$ cat config.mk
export PLATFORM = sky130hd
export DESIGN_NAME = reqscan
export DESIGN_NICKNAME = d
export VERILOG_FILES = /design/src/rtl/reqscan_pkg.sv /design/src/rtl/reqscan_pending.sv /design/src/rtl/reqscan_seq.sv /design/src/rtl/reqscan_ackenc.sv /design/src/rtl/reqscan.sv
export SDC_FILE = /design/constraint.sdc
export NUM_CORES = 1
export LEC_CHECK = 0
export ABC_CLOCK_PERIOD_IN_PS = 1800
export BUFFER_PORTS_ARGS = -buffer_cell sky130_fd_sc_hd__buf_2
export CORE_MARGIN = 5
export CORE_UTILIZATION = 52
export CTS_BUF_LIST = sky130_fd_sc_hd__clkbuf_2 sky130_fd_sc_hd__clkbuf_4 sky130_fd_sc_hd__clkbuf_8
export DETAILED_ROUTE_END_ITERATION = 10
export HOLD_SLACK_MARGIN = 0.15
export PLACE_DENSITY = 0.78
export SLEW_MARGIN = 0
export SYNTH_ARGS = -nofsm -noshare
export SYNTH_HDL_FRONTEND = slang
export SYNTH_HIERARCHICAL = 1
export SYNTH_SLANG_ARGS = --single-unit
$ cat constraint.sdc
create_clock -name clk -period 1.8 [get_ports clk]
set_input_delay 0.09 -clock clk [delete_from_list [all_inputs] [get_ports clk]]
set_output_delay 0.09 -clock clk [all_outputs]
set_load 0.05 [all_outputs]
$ cat src/rtl/reqscan_pkg.sv
package reqscan_pkg;

   typedef enum logic [1:0] {
      SQ_SCAN  = 2'd0,
      SQ_SETUP = 2'd1,
      SQ_HOLD  = 2'd2,
      SQ_DROP  = 2'd3
   } seq_state_t;

   // position of a channel in the scan order, cascade channel skipped
   function automatic int slot_of(input int ch, input int cascade);
      return (ch < cascade) ? ch : ch - 1;
   endfunction

   function automatic int pair_of(input int ch, input int cascade);
      return slot_of(ch, cascade) / 2;
   endfunction

   // 0: multiplexer input a, 1: input b
   function automatic int side_of(input int ch, input int cascade);
      return slot_of(ch, cascade) % 2;
   endfunction

endpackage

$ cat src/rtl/reqscan_pending.sv
module reqscan_pending
   import reqscan_pkg::*;
#(
   parameter int NUM_CH     = 8,
   parameter int CASCADE_CH = 4,
   parameter int SEL_W      = 2
) (
   input  logic              clk,
   input  logic              rst_n,
   input  logic [SEL_W-1:0]  sel,
   input  logic              smp_a,
   input  logic              smp_b,
   output logic [NUM_CH-1:0] pend
);

   for (genvar ch = 0; ch < NUM_CH; ch++) begin : g_ch
      if (ch == CASCADE_CH) begin : g_cascade
         assign pend[ch] = 1'b0;
      end else begin : g_req
         localparam int          PAIR = pair_of(ch, CASCADE_CH);
         localparam int          SIDE = side_of(ch, CASCADE_CH);
         localparam [SEL_W-1:0]  PSEL = SEL_W'(PAIR);
         logic bit_q;
         always_ff @(posedge clk) begin
            if (!rst_n)
               bit_q <= 1'b0;
            else if (sel == PSEL)
               bit_q <= (SIDE == 1) ? smp_b : smp_a;
         end
         assign pend[ch] = bit_q;
      end
   end

endmodule

$ cat src/rtl/reqscan_seq.sv
module reqscan_seq
   import reqscan_pkg::*;
#(
   parameter int NUM_CH     = 8,
   parameter int CASCADE_CH = 4,
   parameter int NUM_PAIRS  = 4,
   parameter int SEL_W      = 2,
   parameter int CODE_W     = 3
) (
   input  logic              clk,
   input  logic              rst_n,
   input  logic [NUM_CH-1:0] avail,
   input  logic              grant_vld,
   input  logic [CODE_W-1:0] grant_ch,
   input  logic [CODE_W-1:0] held_ch,
   input  logic              smp_a,
   input  logic              smp_b,
   output logic [SEL_W-1:0]  sel,
   output logic              scanning,
   output logic              load_code,
   output logic              en_on,
   output logic              en_off
);

   localparam [SEL_W-1:0] LAST_PAIR = SEL_W'(NUM_PAIRS - 1);

   seq_state_t st_q;
   logic [SEL_W-1:0] sel_q;
   logic accept;
   logic held_side;
   logic held_level;
   logic [SEL_W-1:0] grant_pair;

   // pair and side lookup over all channel numbers
   always_comb begin
      grant_pair = '0;
      held_side  = 1'b0;
      for (int ch = 0; ch < NUM_CH; ch++) begin
         if (ch != CASCADE_CH) begin
            if (grant_ch == CODE_W'(ch))
               grant_pair = SEL_W'(pair_of(ch, CASCADE_CH));
            if (held_ch == CODE_W'(ch))
               held_side = (side_of(ch, CASCADE_CH) == 1);
         end
      end
   end

   assign scanning   = (st_q == SQ_SCAN);
   assign accept     = scanning && grant_vld && avail[grant_ch];
   assign held_level = held_side ? smp_b : smp_a;
   assign load_code  = accept;
   assign en_on      = (st_q == SQ_SETUP);
   assign en_off     = (st_q == SQ_HOLD) && !held_level;
   assign sel        = sel_q;

   always_ff @(posedge clk) begin
      if (!rst_n) begin
         st_q  <= SQ_SCAN;
         sel_q <= '0;
      end else begin
         unique case (st_q)
            SQ_SCAN: begin
               if (accept) begin
                  st_q  <= SQ_SETUP;
                  sel_q <= grant_pair;
               end else begin
                  sel_q <= (sel_q == LAST_PAIR) ? '0 : sel_q + 1'b1;
               end
            end
            SQ_SETUP: st_q <= SQ_HOLD;
            SQ_HOLD:  if (!held_level) st_q <= SQ_DROP;
            SQ_DROP:  st_q <= SQ_SCAN;
            default:  st_q <= SQ_SCAN;
         endcase
      end
   end

endmodule

$ cat src/rtl/reqscan_ackenc.sv
module reqscan_ackenc #(
   parameter int CODE_W = 3
) (
   input  logic              clk,
   input  logic              rst_n,
   input  logic              load_code,
   input  logic [CODE_W-1:0] new_code,
   input  logic              en_on,
   input  logic              en_off,
   output logic [CODE_W-1:0] code,
   output logic              en_n
);

   always_ff @(posedge clk) begin
      if (!rst_n) begin
         code <= '0;
         en_n <= 1'b1;
      end else begin
         if (load_code) code <= new_code;
         if (en_on)       en_n <= 1'b0;
         else if (en_off) en_n <= 1'b1;
      end
   end

endmodule

$ cat src/rtl/reqscan.sv
module reqscan
   import reqscan_pkg::*;
#(
   parameter int NUM_CH     = 8,
   parameter int CASCADE_CH = 4,
   parameter int CODE_W     = $clog2(NUM_CH),
   parameter int SEL_W      = $clog2((NUM_CH + 0) / 2)
) (
   input  logic              clk,
   input  logic              rst_n,
   output logic [SEL_W-1:0]  mux_sel,
   input  logic              mux_in_a,
   input  logic              mux_in_b,
   input  logic [NUM_CH-1:0] chan_mask,
   output logic [NUM_CH-1:0] offer,
   input  logic              grant_vld,
   input  logic [CODE_W-1:0] grant_ch,
   output logic [CODE_W-1:0] ack_code,
   output logic              ack_en_n
);

   localparam int NUM_REQ   = NUM_CH - 1;
   localparam int NUM_PAIRS = (NUM_REQ + 1) / 2;

   if (NUM_CH != (1 << CODE_W)) begin : g_bad_code
      $error("NUM_CH must equal 2**CODE_W");
   end
   if (NUM_PAIRS > (1 << SEL_W)) begin : g_bad_sel
      $error("SEL_W too narrow for the pair count");
   end
   if (CASCADE_CH < 0 || CASCADE_CH >= NUM_CH) begin : g_bad_casc
      $error("CASCADE_CH out of range");
   end

   logic [NUM_CH-1:0] pend;
   logic [NUM_CH-1:0] avail;
   logic scanning, load_code, en_on, en_off;

   reqscan_pending #(
      .NUM_CH(NUM_CH), .CASCADE_CH(CASCADE_CH), .SEL_W(SEL_W)
   ) u_pend (
      .clk(clk), .rst_n(rst_n), .sel(mux_sel),
      .smp_a(mux_in_a), .smp_b(mux_in_b), .pend(pend)
   );

   assign avail = pend & chan_mask;
   assign offer = scanning ? avail : '0;

   reqscan_seq #(
      .NUM_CH(NUM_CH), .CASCADE_CH(CASCADE_CH), .NUM_PAIRS(NUM_PAIRS),
      .SEL_W(SEL_W), .CODE_W(CODE_W)
   ) u_seq (
      .clk(clk), .rst_n(rst_n), .avail(avail),
      .grant_vld(grant_vld), .grant_ch(grant_ch), .held_ch(ack_code),
      .smp_a(mux_in_a), .smp_b(mux_in_b), .sel(mux_sel),
      .scanning(scanning), .load_code(load_code),
      .en_on(en_on), .en_off(en_off)
   );

   reqscan_ackenc #(.CODE_W(CODE_W)) u_ack (
      .clk(clk), .rst_n(rst_n), .load_code(load_code), .new_code(grant_ch),
      .en_on(en_on), .en_off(en_off), .code(ack_code), .en_n(ack_en_n)
   );

endmodule

==> results of run 1 <==
[cells in the mapped netlist]
| master | instances | area share [%] |
|---|---|---|
| a21boi_1 | 1 | 0.79 |
| a21oi_1 | 3 | 1.6 |
| a22oi_1 | 1 | 0.79 |
| a2bb2oi_2 | 1 | 1.6 |
| a31oi_4 | 1 | 2.2 |
| and2_1 | 9 | 5.9 |
| and3_1 | 8 | 5.3 |
| buf_4 | 9 | 7.1 |
| conb_1 | 1 | 0.39 |
| dfxtp_1 | 15 | 32 |
| ha_1 | 4 | 5.3 |
| inv_1 | 7 | 2.8 |
| mux2i_1 | 11 | 12 |
| mux4_2 | 1 | 2.4 |
| nand2_1 | 11 | 4.3 |
| nand2b_1 | 2 | 1.3 |
| nand2b_2 | 1 | 0.92 |
| nand3_1 | 1 | 0.53 |
| nand3b_1 | 1 | 0.79 |
| nor2_1 | 3 | 1.2 |
| nor2b_1 | 3 | 2.0 |
| nor3_1 | 1 | 0.53 |
| o211ai_1 | 2 | 1.6 |
| o211ai_4 | 1 | 2.2 |
| o21ai_0 | 4 | 2.1 |
| o221a_1 | 1 | 1.2 |
| o31ai_1 | 2 | 1.6 |
| or3_1 | 1 | 0.66 |
[layout by cell type (no fill, tap or decap), types with 4 or more instances in the layout]
master,netlist,routed
mux2i_1,11,11
ha_1,4,4
dfxtp_1,15,15
and2_1,9,9
and3_1,8,8
buf_2,0,28
clkbuf_4,0,4
nand2_1,11,11
o21ai_0,4,4
inv_1,7,7
[final timing paths]
path	slack [ns]	to	start	cells after the start
hold reg to reg	0.48	u_pend/g_ch[2].g_req.bit_q$_SDFFE_PN0N_	u_pend/g_ch[2].g_req.bit_q$_SDFFE_PN0N_	2
hold / removal	0.19	u_ack/code[1]$_SDFFE_PN0P_	grant_ch[1]	3
setup / recovery	0.09	u_ack/code[1]$_SDFFE_PN0P_	u_pend/g_ch[3].g_req.bit_q$_SDFFE_PN0N_	6
setup reg to reg	0.09	u_ack/code[1]$_SDFFE_PN0P_	u_pend/g_ch[3].g_req.bit_q$_SDFFE_PN0N_	6
[worst max-delay path, stage by stage, from the launching register on]
cell,delay [ns]
dfxtp_1,0.33
and2_1,0.15
mux4_2,0.49
o211ai_4,0.25
nor2_1,0.15
mux2i_1,0.18
nor2b_1,0.06
[flip-flops by register name (all words and copies together) (netlist names)]
register	cells
u_ack/en_n	1
u_seq/sel	2
u_pend/g_ch.g_req.bit_q	7
u_ack/code	3
u_seq/st_q	2
[timing repair]
item / CTS / global route
endpoints found under the hold margin: 4 / 0
hold buffers: 2 / 0
resized for setup: 0 / 0
[report_power, final]
group	switching, mW	total [mW]	internal (mW)
combinational	0.452	0.701	0.249
clock	0.104	0.205	0.101
sequential	0.0909	0.509	0.418
total	0.647	1.41	0.768
[layer usage]
metal  vias to the layer above  track usage [%]
li1                        411                -
met1                       380            17.93
met3                         4            3.704
met4                         0            8.085
met2                        27            25.62
met5                         -                0
[final cells by class]
cell class	count	area, sq um	area share [%]
multi-input combinational	75	558.0	50.11
sequential	15	300.3	26.97
timing repair buffer	31	167.7	15.06
inverter	7	26.28	2.360
clock buffer	4	30.03	2.697
tap	25	31.28	2.809
[cell families after synthesis]
kind of cell,count (synthesis),synth area share [%]
flops,15,31.54
buf+inv,16,9.855
other cells,1,0.3938
mux,12,13.93
compound gates,17,15.64
fa+ha+maj,4,5.256
simple gates,41,23.39
==> results by group, run 1 <==
Outcome
  • Status: finished clean

Place
  • Cell Area, Placed: 1064 sq um
  • RD Place Congestion: 0.7329
  • PortBufs: 28
  • Placed Cells incl. Taps: about 150
  • HPWL Detailed: 1572 um
  • Worst slack at placement: 0.1210 ns

GRT
  • Grt ovf: 0
  • Total GRT Usage: 15.37%
  • Initial antenna violation count: 0
  • First-pass GRT wire length: 3215 um
  • Largest net degree at the start of global routing: 19
  • Vias in the first global route: 775

Finish
  • Area growth syn-to-layout: 16.95%
  • ANT cells: 0
  • Fin area: 1114 sq um
  • Ratio of cells with drive above 1 in the final layout: 28.79%
  • Final core occ: 64.49%
  • Final-stage net count: 153
  • Filler cell count: 171
  • Fin cells: roughly 160

CTS
  • Htree depth: 1
  • Clock Latency Late Sink: 0.28 ns
  • Total CTS buffers: 3
  • Clk sinks: 15
  • Clock-pin slew on the worst setup and hold paths: 0.09 ns
  • Buffer count from post-CTS setup fixing: 0
  • Clock root cell: clkbuf_4
  • TritonCTS clock tree: built
  • Clock Path Buffers: 2

Timing
  • Fin Hold WS: 0.1877 ns
  • Clock Skews: 0.003740 ns
  • RSZ-0062 raised after global routing: false
  • Final setup TNS: 0 ns
  • Tcrit/Tclk final: 94.80%
  • Max frequency: 0.5861 GHz
  • Final worst slack: 0.09367 ns
  • Final setup fails: 0
  • Hold Vio Cnt, Final: 0
  • Final slew viol count: 0
  • Minimum clock period: 1.706 ns

Yosys
  • Total of warnings raised by yosys: 6
  • Synthesized area per cell: 8.983 sq um
  • Distinct cells, synth: 28
  • Mapped cell area: roughly 950 sq um
  • Seq/Total Area, Yosys: 31.54%
  • Yosys reg bits: 15
  • Post-Syn Instances: 106
  • Synth Net Count: 126

Worst setup path
  • Critical path class: flop to flop
  • Maximum fanout along the worst path: 5
  • Critical Path Start Type: flop
  • Crit path DAT: ~1.9 ns
  • Req. time, crit path: 1.97 ns
  • Worst setup EP type: flop

Floorplan
  • Placeable Area: 1727 sq um
  • Die height: ~53 um
  • Initial Utilization: between 50% and 60%
  • Die area: around 2800 sq um
  • Num ports: 30
  • Site Rows: 15
  • Die X: 52.79 um

Routing
  • Met2 WL: around 950 um
  • Via count: around 820
  • Met3 wire length: ~160 um
  • Top sig layer: met4
  • DRC: 0
  • Routed Antenna Nets: 0
  • Drt first pass iters: 4
  • 1st-iter DRT viols: 17
  • Routed WL: 2017 um
  • Wire per inst: 12.85 um
  • WL met1: 887 um
  • Via density per instance: 5.236

Pwr
  • Static Leakage: ~0.55 nW
  • Total power: 1.414 mW
  • Cell Pwr Density: 1270 nW/um^2
  • Maximum vdd ir drop: 0.8808 mV

Hold path
  • Hold Path Class: primary input to flop

Flow run
  • Max-Cap Viols: 0
Note: power is estimated with default switching activity, not from simulation.
==> inputs of run 2 (changes only) <==
--- a/config.mk
+++ b/config.mk
@@ -13,6 +13,7 @@
 export DETAILED_ROUTE_END_ITERATION = 10
 export HOLD_SLACK_MARGIN = 0.15
 export PLACE_DENSITY = 0.78
+export REMOVE_ABC_BUFFERS = 1
 export SLEW_MARGIN = 0
 export SYNTH_ARGS = -nofsm -noshare
 export SYNTH_HDL_FRONTEND = slang
==> constraint.sdc (replaced) <==
create_clock -name clk -period 1.8 [get_ports clk]
set_input_delay 0.09 -clock clk [delete_from_list [all_inputs] [get_ports clk]]
set_output_delay 0.09 -clock clk [all_outputs]
set_load 0.1 [all_outputs]
==> run 2 against run 1 <==
  * Flip-flop and latch count stayed put
  * Non-clock buffer count is 1 lower
  * Die area is the same
  * Power is 20% higher
  * Register-to-register slack about the same
  * Final cell count down 0.64%
  * Clock skew is 0.0040 ns higher
==> results by group, run 2 (synthesized netlist as in run 1, its figures left out) <==
Outcome
  • Status: finished clean

Worst setup path
  • Maximum fanout along the worst path: 5 (unchanged)
  • Worst Reg-to-Reg Cells: 6 (unchanged)
  • CP peak stage delay: 0.50 ns (about the same)
  • Crit path DAT: 1.87 ns (about the same)
  • Setup crit start: u_pend/g_ch[3].g_req.bit_q$_SDFFE_PN0N_
  • Worst setup EP type: flop
  • Reg2reg setup slack: 0.11 ns (about the same)
  • Req. time, crit path: 1.98 ns (about the same)
  • Critical Path Start Type: flop
  • Critical path class: flop to flop
  • Slowest-stage cell, CP: mux4_2
  • FF-to-FF End: u_ack/code[1]$_SDFFE_PN0P_
  • Cells along the critical path: and2_1 -> mux4_2 -> o211ai_4 -> nor2_1 -> mux2i_1 -> nor2b_1
  • Reg2reg start: u_pend/g_ch[3].g_req.bit_q$_SDFFE_PN0N_

Floorplan
  • Site Rows: 15 (unchanged)
  • Initial Utilization: 55.14% (unchanged)
  • Die area: 2787 sq um (unchanged)
  • Placeable Area: 1727 sq um (unchanged)
  • Die X: 52.79 um (unchanged)
  • Num ports: 30 (unchanged)
  • Die height: 52.79 um (unchanged)

Pwr
  • Static Leakage: 0.5615 nW (+2.8%)
  • Cell Pwr Density: 1402 nW/um^2 (+10%)
  • Maximum vdd ir drop: 0.7157 mV (-19%)

GRT
  • Total GRT Usage: 17.16% (+1.8 points)
  • Largest net degree at the start of global routing: 19 (unchanged)
  • Grt ovf: 0 (unchanged)
  • First-pass GRT wire length: 3539 um (+10%)
  • Vias in the first global route: 874 (+13%)
  • Initial antenna violation count: 0 (unchanged)

Timing
  • Fin Hold WS: 0.1784 ns (-0.009287 ns)
  • Final setup TNS: 0 ns (unchanged)
  • Hold Vio Cnt, Final: 0 (unchanged)
  • Final slew viol count: 0 (unchanged)
  • RSZ-0062 raised after global routing: false
  • Clock Skews: 0.007722 ns (+0.003982 ns)
  • Max frequency: 0.5903 GHz (+0.73%)
  • Tcrit/Tclk final: 94.11% (-0.69 points)
  • Slew @ Worst Pin: about 0.97 ns
  • Rel. slew slack: 35.82%
  • Final setup fails: 0 (unchanged)
  • Minimum clock period: 1.694 ns (-0.01236 ns)

CTS
  • Total CTS buffers: 3 (unchanged)
  • Buffer count from post-CTS setup fixing: 0 (unchanged)
  • Clock-pin slew on the worst setup and hold paths: 0.09 ns (about the same)
  • Htree depth: 1 (unchanged)
  • Clock Latency Late Sink: 0.28 ns (about the same)
  • TritonCTS clock tree: built
  • Clock Path Buffers: 2 (unchanged)
  • Clk sinks: 15 (unchanged)
  • Clock root cell: clkbuf_4

Finish
  • Fin area: 1209 sq um (+8.5%)
  • Number of flip-flops under the largest register name: 7 (unchanged)
  • Area growth syn-to-layout: 26.94%
  • Most flop-heavy register: u_pend/g_ch.g_req.bit_q
  • Commonest non-fill, non-tap cell in the layout: buf_2
  • Final core occ: 70.00% (+5.5 points)
  • Ratio of cells with drive above 1 in the final layout: 29.01% (+0.22 points)
  • Most frequent cells in the layout: 21 x buf_2, 15 x dfxtp_1, 11 x mux2i_1, 11 x nand2_1, 9 x and2_1
  • Filler cell count: 136 (-20%)
  • Final-stage net count: 152 (-0.65%)
  • ANT cells: 0 (unchanged)
  • Biggest regs: u_pend/g_ch.g_req.bit_q x7, u_ack/code x3

Routing
  • Drt first pass iters: 4 (unchanged)
  • Wire per inst: 13.90 um (+8.2%)
  • Via count: 832 (+1.2%)
  • Via density per instance: 5.333 (+1.9%)
  • Routed WL: 2169 um (+7.5%)
  • 1st-iter DRT viols: 19 (+2)
  • Routed Antenna Nets: 0 (unchanged)
  • DRC: 0 (unchanged)

Place
  • PortBufs: 28 (unchanged)
  • RD Place Congestion: 0.8334 (+14%)
  • Cell Area, Placed: 1169 sq um (+9.9%)
  • HPWL Detailed: 1641 um (+4.4%)

Hold path
  • Hold Path Class: primary input to flop
  • HP Start: mux_in_b
  • Worst Hold Depth: 3 (unchanged)
  • Worst Hold End: u_pend/g_ch[1].g_req.bit_q$_SDFFE_PN0N_

Flow run
  • Max-Cap Viols: 0 (unchanged)
## run 2: cell count changes in the layout (fill, tap and decap cells not counted), sizes merged
cell         delta
dlygate4sd3     -1
## run 2: cell type report
cell class / instances / area, sq um / share of cell area, %
Clock buffer: 4 / 30.03 / 2.484
Inverter: 7 / 26.28 / 2.174
Multi-Input combinational cell: 75 / 558.0 / 46.17
Sequential cell: 15 / 300.3 / 24.84
Tap cell: 25 / 31.28 / 2.588
Timing Repair Buffer: 30 / 262.8 / 21.74
## run 2: how the worst max path moves through the flow
stage | end | cells after the start
after detailed placement | u_ack/code[1]$_SDFFE_PN0P_ | 6
after floorplan | u_seq/st_q[0]$_SDFFE_PN0P_ | 5
final | u_ack/code[1]$_SDFFE_PN0P_ | 6
after global routing | u_ack/code[0]$_SDFFE_PN0P_ | 7
after CTS | u_ack/code[1]$_SDFFE_PN0P_ | 6
after global placement | u_ack/code[1]$_SDFFE_PN0P_ | 6
## run 2: report_power, final
| part | internal (mW) | total, mW | switching, mW |
|---|---|---|---|
| logic | 0.305 | 0.976 | 0.670 |
| clock network | 0.101 | 0.204 | 0.103 |
| registers | 0.418 | 0.515 | 0.0971 |
| total | 0.824 | 1.69 | 0.871 |
## run 2: repair_timing
item | in CTS | in global routing
hold endpoints to repair | 1 | 0
hold buffers | 1 | 0
gates resized for setup | 0 | 0
## run 2: layer usage
metal	up-vias	track usage, %	wire [um]	share of wire [%]
met2	36	30.37	1111	51
met5	-	0	0	0
li1	409	-	-	-
met4	0	8.936	51	2.4
met1	380	18.66	857	40
met3	7	3.989	149	6.9
## run 2: through the flow
| step | instances | worst slack (ns) | power, mW |
|---|---|---|---|
| floorplan | 97 | -0.1204 | 1.234 |
| global placement | 151 | 0.1686 | 1.471 |
| detailed placement | 151 | 0.1122 | 1.491 |
| CTS | 156 | 0.09869 | 1.702 |
| global route | 156 | 0.004240 | 1.785 |
| finish | 156 | 0.1060 | 1.695 |
## run 2: worst max-delay path, delay by kind of cell (launching register included)
kind,cells,cell delay (ns)
compound gates,1,0.24
flops,1,0.33
simple gates,3,0.35
mux,2,0.68
